**src/rtl/winwdog_pkg.sv**
```systemverilog
package winwdog_pkg;
  // register addresses
  localparam int REG_CTRL = 0;
  localparam int REG_CFG  = 1;
  localparam int REG_STAT = 2;
endpackage

```
**src/rtl/wdg_prescaler.sv**
```systemverilog
module wdg_prescaler #(
  parameter int BASE_DIV = 4096,
  parameter int TB_W     = 2
) (
  input  logic            clk,
  input  logic            rst_n,
  input  logic            restart,
  input  logic [TB_W-1:0] tb_sel,
  output logic            tick
);
  localparam int MAX_PERIOD = BASE_DIV << ((1 << TB_W) - 1);
  localparam int PRE_W      = $clog2(MAX_PERIOD);

  logic [PRE_W-1:0] pre_q;

  // terminal count of the prescaler for a given timebase
  function automatic logic [PRE_W-1:0] last_count(input logic [TB_W-1:0] sel);
    int unsigned p;
    p = BASE_DIV << sel;
    return PRE_W'(p - 1);
  endfunction

  assign tick = (pre_q >= last_count(tb_sel));

  always_ff @(posedge clk or negedge rst_n) begin
    if (!rst_n)               pre_q <= '0;
    else if (restart || tick) pre_q <= '0;
    else                      pre_q <= pre_q + 1'b1;
  end
endmodule

```
**src/rtl/wdg_cfg_regs.sv**
```systemverilog
module wdg_cfg_regs #(
  parameter int CNT_W = 7,
  parameter int TB_W  = 2
) (
  input  logic             clk,
  input  logic             rst_n,
  input  logic             we,
  input  logic [CNT_W-1:0] w_win,
  input  logic [TB_W-1:0]  w_tb,
  input  logic             w_ewi,
  output logic [CNT_W-1:0] win_q,
  output logic [TB_W-1:0]  tb_q,
  output logic             ewi_q
);
  always_ff @(posedge clk or negedge rst_n) begin
    if (!rst_n) begin
      win_q <= '1;
      tb_q  <= '0;
      ewi_q <= 1'b0;
    end else if (we) begin
      win_q <= w_win;
      tb_q  <= w_tb;
      ewi_q <= ewi_q | w_ewi;   // sticky until reset
    end
  end
endmodule

```
**src/rtl/wdg_core.sv**
```systemverilog
module wdg_core #(
  parameter int CNT_W = 7
) (
  input  logic             clk,
  input  logic             rst_n,
  input  logic             tick,
  input  logic             ctrl_we,
  input  logic [CNT_W-1:0] w_cnt,
  input  logic             w_act,
  input  logic             stat_we,
  input  logic             w_flag,
  input  logic [CNT_W-1:0] window,
  output logic [CNT_W-1:0] cnt_q,
  output logic             active_q,
  output logic             flag_q,
  output logic             rst_req_q,
  output logic             evt_early,
  output logic             evt_low,
  output logic             evt_under,
  output logic             evt_reach
);
  localparam logic [CNT_W-1:0] HALF  = CNT_W'(1 << (CNT_W - 1));
  localparam logic [CNT_W-1:0] ABOVE = CNT_W'((1 << (CNT_W - 1)) + 1);

  function automatic logic below_half(input logic [CNT_W-1:0] v);
    return !v[CNT_W-1];
  endfunction

  function automatic logic [CNT_W-1:0] step_down(input logic [CNT_W-1:0] v);
    return v - 1'b1;
  endfunction

  logic act_next;

  assign act_next  = active_q | (ctrl_we & w_act);
  assign evt_early = ctrl_we && act_next && (cnt_q > window);
  assign evt_low   = ctrl_we && act_next && below_half(w_cnt);
  assign evt_under = !ctrl_we && tick && active_q && (cnt_q == HALF);
  assign evt_reach = !ctrl_we && tick && (cnt_q == ABOVE);

  always_ff @(posedge clk or negedge rst_n) begin
    if (!rst_n) begin
      cnt_q     <= '1;
      active_q  <= 1'b0;
      flag_q    <= 1'b0;
      rst_req_q <= 1'b0;
    end else begin
      active_q  <= act_next;
      rst_req_q <= evt_early | evt_low | evt_under;
      if (ctrl_we)   cnt_q <= w_cnt;
      else if (tick) cnt_q <= step_down(cnt_q);
      if (evt_reach)                  flag_q <= 1'b1;
      else if (stat_we && !w_flag)    flag_q <= 1'b0;
    end
  end
endmodule

```
**src/rtl/winwdog_top.sv**
```systemverilog
module winwdog_top
  import winwdog_pkg::*;
#(
  parameter int BASE_DIV = 4096,
  parameter int CNT_W    = 7,
  parameter int TB_W     = 2,
  parameter int ADDR_W   = 2,
  parameter int DATA_W   = 16
) (
  input  logic              clk,
  input  logic              rst_n,
  input  logic              bus_sel,
  input  logic              bus_wr,
  input  logic [ADDR_W-1:0] bus_addr,
  input  logic [DATA_W-1:0] bus_wdata,
  output logic [DATA_W-1:0] bus_rdata,
  output logic              wdg_rst_req,
  output logic              wdg_irq
);
  localparam int ACT_BIT = CNT_W;
  localparam int TB_LO   = CNT_W;
  localparam int TB_HI   = CNT_W + TB_W - 1;
  localparam int EWI_BIT = CNT_W + TB_W;

  logic             ctrl_we, cfg_we, stat_we, tick;
  logic [CNT_W-1:0] cnt_q, win_q;
  logic [TB_W-1:0]  tb_q;
  logic             active_q, flag_q, ewi_q;
  logic             evt_early, evt_low, evt_under, evt_reach;
  logic             wdata_unused;

  assign wdata_unused = ^bus_wdata[DATA_W-1:EWI_BIT+1];

  assign ctrl_we = bus_sel && bus_wr && (bus_addr == ADDR_W'(REG_CTRL));
  assign cfg_we  = bus_sel && bus_wr && (bus_addr == ADDR_W'(REG_CFG));
  assign stat_we = bus_sel && bus_wr && (bus_addr == ADDR_W'(REG_STAT));

  wdg_prescaler #(.BASE_DIV(BASE_DIV), .TB_W(TB_W)) u_pre (
    .clk(clk), .rst_n(rst_n), .restart(ctrl_we), .tb_sel(tb_q), .tick(tick)
  );

  wdg_cfg_regs #(.CNT_W(CNT_W), .TB_W(TB_W)) u_cfg (
    .clk(clk), .rst_n(rst_n), .we(cfg_we),
    .w_win(bus_wdata[CNT_W-1:0]), .w_tb(bus_wdata[TB_HI:TB_LO]),
    .w_ewi(bus_wdata[EWI_BIT]),
    .win_q(win_q), .tb_q(tb_q), .ewi_q(ewi_q)
  );

  wdg_core #(.CNT_W(CNT_W)) u_core (
    .clk(clk), .rst_n(rst_n), .tick(tick),
    .ctrl_we(ctrl_we), .w_cnt(bus_wdata[CNT_W-1:0]), .w_act(bus_wdata[ACT_BIT]),
    .stat_we(stat_we), .w_flag(bus_wdata[0]), .window(win_q),
    .cnt_q(cnt_q), .active_q(active_q), .flag_q(flag_q), .rst_req_q(wdg_rst_req),
    .evt_early(evt_early), .evt_low(evt_low), .evt_under(evt_under), .evt_reach(evt_reach)
  );

  assign wdg_irq = flag_q & ewi_q;

  always_comb begin
    bus_rdata = '0;
    case (int'(bus_addr))
      REG_CTRL: bus_rdata = DATA_W'({active_q, cnt_q});
      REG_CFG:  bus_rdata = DATA_W'({ewi_q, tb_q, win_q});
      REG_STAT: bus_rdata = DATA_W'(flag_q);
      default:  bus_rdata = '0;
    endcase
  end
endmodule

```
**config.mk**
```make
export PLATFORM = sky130hd
export DESIGN_NAME = winwdog_top
export DESIGN_NICKNAME = d
export VERILOG_FILES = /design/src/rtl/winwdog_pkg.sv /design/src/rtl/wdg_prescaler.sv /design/src/rtl/wdg_cfg_regs.sv /design/src/rtl/wdg_core.sv /design/src/rtl/winwdog_top.sv
export SDC_FILE = /design/constraint.sdc
export NUM_CORES = 1
export LEC_CHECK = 0
export BUFFER_PORTS_ARGS = -buffer_cell sky130_fd_sc_hd__buf_2
export CORE_MARGIN = 1
export CORE_UTILIZATION = 40
export CTS_BUF_LIST = sky130_fd_sc_hd__clkbuf_4
export DETAILED_ROUTE_END_ITERATION = 6
export GPL_ROUTABILITY_DRIVEN = 0
export SETUP_SLACK_MARGIN = 0.2
export SYNTH_ARGS = -nofsm -noshare
export SYNTH_HDL_FRONTEND = slang
export SYNTH_SLANG_ARGS = --single-unit
```
**constraint.sdc**
```tcl
create_clock -name clk -period 5.2 [get_ports clk]
set_clock_uncertainty 0.2 [all_clocks]
set_input_delay 0 -clock clk [delete_from_list [all_inputs] [get_ports clk]]
set_output_delay 0 -clock clk [all_outputs]
set_load 0.02 [all_outputs]
```
==> impl_metrics.tcl <==
set metrics [dict create \
    required_ns 5.27 \
    grt_pass1_vias 1545 \
    cts_made_buffers 5 \
    fin_crit_ns 2.45 \
    placed_cell_area_um2 2320 \
    wl_um 4500 \
    r2r_cells 7 \
    r2r_end "u_pre.pre_q[11]$_DFF_PN0_" \
    path_clk_slew_ns 0.11 \
    vdd_drop_max_mv 0.124 \
    layout_common_cells "36 x nor2_1, 27 x buf_2, 21 x dfrtp_1, 16 x dlygate4sd3_1" \
    start_util_pct 41.9 \
    wl_per_cell_um 13.4 \
    syn_to_final_growth_pct 17.8 \
    core_um2 5140 \
    firstDrtPassIters 4 \
    synth_cell_types 48 \
    slew_violations 0 \
    endpoint "u_pre.pre_q[11]$_DFF_PN0_" \
    grt_first_pass_wirelength_um 7280 \
    dpl.cell_count 312 \
    pwr_density_cell_nw_per_um2 293 \
    ys_top_cells_by_area "dfrtp_1 24%, dfstp_2 17%, ha_1 7.5%" \
    synth_area_um2 2150 \
    rsz0062_at_grt "false" \
    crit_start "u_cfg.tb_q[1]$_DFFE_PN0P_" \
    hold_violations 0 \
    min_period_over_period_pct 47.2 \
    worstSetupStartpointType "flop" \
    vias_per_cell 5.03 \
    overflow 0 \
    cts_max_path_buffers 2 \
    ys.flop_type "dfrtp_1" \
    hold_buffers 16 \
    cts_tree "done" \
    grt_max_degree 36 \
    ff_latch_area_um2 893 \
    status "finished clean" \
    synth_top_area_share_pct 24.4 \
    post_cts_buffers 0 \
    antenna_left 0 \
    fin_nets 300 \
    port_buffers 27 \
    setup.worst_path.class "flop to flop" \
    synth_top_cell_by_area "dfrtp_1" \
    die-area_um2 5680 \
    io_pins 40 \
    yosys_warnings 0 \
    p_leak_nw 1.20 \
    drcViolationCount 0 \
    hold_path_class "input port to asynchronous set/reset pin" \
    via_count 1691 \
    fill_cells 515 \
    avgSynthCellArea_um2 9.75 \
    diodes 0 \
    critPathMaxFanout 14 \
    fp.dieH_um 75.4 \
    drive_above_1_share_pct 24.8 \
    antenna_found_initial 0 \
    cap_violations 0 \
    clk_latency_ns 0.34 \
    stdcell_count 336 \
    fmax_mhz 408 \
    htreeDepth 2 \
    finalInstanceArea_um2 2540 \
    layout_commonest_cell "nor2_1" \
    cts.sinks 35 \
    ys_seq_area_share_pct 41.5 \
    cp-end-kind "flop" \
    worst_pin_slew_ns 0.810 \
    clock-root-buffer "clkbuf_4" \
    r2r_slack_ns 2.75 \
    grt_usage_pct 17.4 \
    crit-reg2reg-launch "u_cfg.tb_q[1]$_DFFE_PN0P_" \
    cts_resized 0 \
    cp.arrival_ns 2.52 \
    multiInputGateArea_um2 1170 \
    setup_violations 0 \
    row_count 26 \
    synth-seq-cells 35 \
    hpwl_um 3050 \
    slew_headroom_pct 45.6 \
    synthArstFlopShare_pct 100 \
    synthCells 221 \
    first_iter_violations 72 \
    fp.dieW_um 75.4 \
    fin_tns_setup_ns 0 \
    synth-edff-count 0 \
]
==> cells in the mapped netlist, types with 2 or more instances <==
| cell | count |
|---|---|
| a21o_1 | 4 |
| a21oi_1 | 5 |
| a31oi_1 | 2 |
| and2_1 | 3 |
| and3_1 | 3 |
| and3_2 | 2 |
| buf_4 | 6 |
| clkbuf_1 | 2 |
| dfrtp_1 | 21 |
| dfstp_2 | 14 |
| ha_1 | 13 |
| inv_1 | 10 |
| mux2_2 | 10 |
| mux2i_1 | 10 |
| nand2_1 | 14 |
| nand3_1 | 5 |
| nand3b_1 | 2 |
| nand4_1 | 4 |
| nand4_2 | 2 |
| nor2_1 | 36 |
| nor2b_1 | 3 |
| nor3_1 | 3 |
| nor3b_1 | 3 |
| o211ai_1 | 2 |
| o21ai_0 | 5 |
| or3_1 | 3 |
| or4_1 | 2 |
| xnor2_1 | 7 |
| xor2_1 | 6 |
==> worst min-delay path by stage <==
| stage | startpoint | endpoint | slack (ns) |
|---|---|---|---|
| 6_report | rst_n | u_pre.pre_q[6]$_DFF_PN0_ | 0.08 |
| 5_1_grt | rst_n | u_core.rst_req_q$_DFF_PN0_ | 0.15 |
| 4_1_cts | rst_n | u_pre.pre_q[6]$_DFF_PN0_ | 0.1 |
| 3_5_place_dp | rst_n | u_pre.pre_q[5]$_DFF_PN0_ | -0.06 |
| 3_3_place_gp | rst_n | u_pre.pre_q[6]$_DFF_PN0_ | -0.06 |
| 2_1_floorplan | rst_n | u_cfg.ewi_q$_DFFE_PN0P_ | -0.50 |
==> per-stage QoR <==
step	setup WS, ns	total power (W)	utilization [%]	hold slack (ns)
2_1_floorplan	3.18	0.000533	-	-0.496
4_1_cts	2.69	0.000751	49.4	0.0966
3_5_place_dp	2.72	0.000591	45.2	-0.0587
3_3_place_gp	2.75	0.000587	45.2	-0.0585
6_report	2.75	0.000744	49.4	0.0788
5_1_grt	2.49	0.000800	49.4	0.148
==> sequential cells by signal, indices dropped and copies added, names as in the netlist <==
register          flops
u_pre.pre_q          15
u_cfg.tb_q            2
u_core.rst_req_q      1
u_core.cnt_q          7
u_core.active_q       1
u_cfg.ewi_q           1
u_core.flag_q         1
u_cfg.win_q           7
==> kinds of logic (layout without fill, tap and decap cells) <==
logic type | after synthesis | count (layout) | synth area share (%)
AOI/OAI and AO/OA | 26 | 26 | 8.07
adders and majority gates | 13 | 13 | 7.55
DFF | 35 | 35 | 41.5
muxes | 20 | 20 | 9.87
and+or+nand+nor | 92 | 92 | 22.5
other | 1 | 6 | 0.174
xor gates and xnor gates | 13 | 13 | 5.28
buffers and inverters | 21 | 61 | 5.11
==> routing by layer <==
layer | global-route usage, % | routed length (µm) | vias up
li1 | - | - | 854
met1 | 25.1 | 2360 | 804
met2 | 26.0 | 1950 | 28
met3 | 3.97 | 124 | 5
met4 | 5.56 | 59 | 0
met5 | 0 | 0 | -
==> final cells by class <==
| type | instances | share of cell area (%) |
|---|---|---|
| clock buffer | 6 | 1.78 |
| clock inverter | 2 | 0.345 |
| inverter | 10 | 1.48 |
| multi-input combinational | 170 | 46.1 |
| sequential | 35 | 35.2 |
| tap | 70 | 3.45 |
| timing repair buffer | 43 | 11.6 |
==> power breakdown <==
group / switching (W) / internal [W]
Combinational: 0.000106 / 0.0000998
Sequential: 0.0000553 / 0.000336
Clock: 0.0000914 / 0.0000560
Total: 0.000252 / 0.000491
==> critical path, stage by stage, from the launching register on <==
cell and delay [ns]:
dfrtp_1 0.41, inv_1 0.06, ha_1 0.30, a21o_1 0.16, a21o_1 0.20, a21oi_2 0.40
nand2_1 0.42, a21oi_1 0.23
Note: power is estimated with default switching activity, not from simulation.
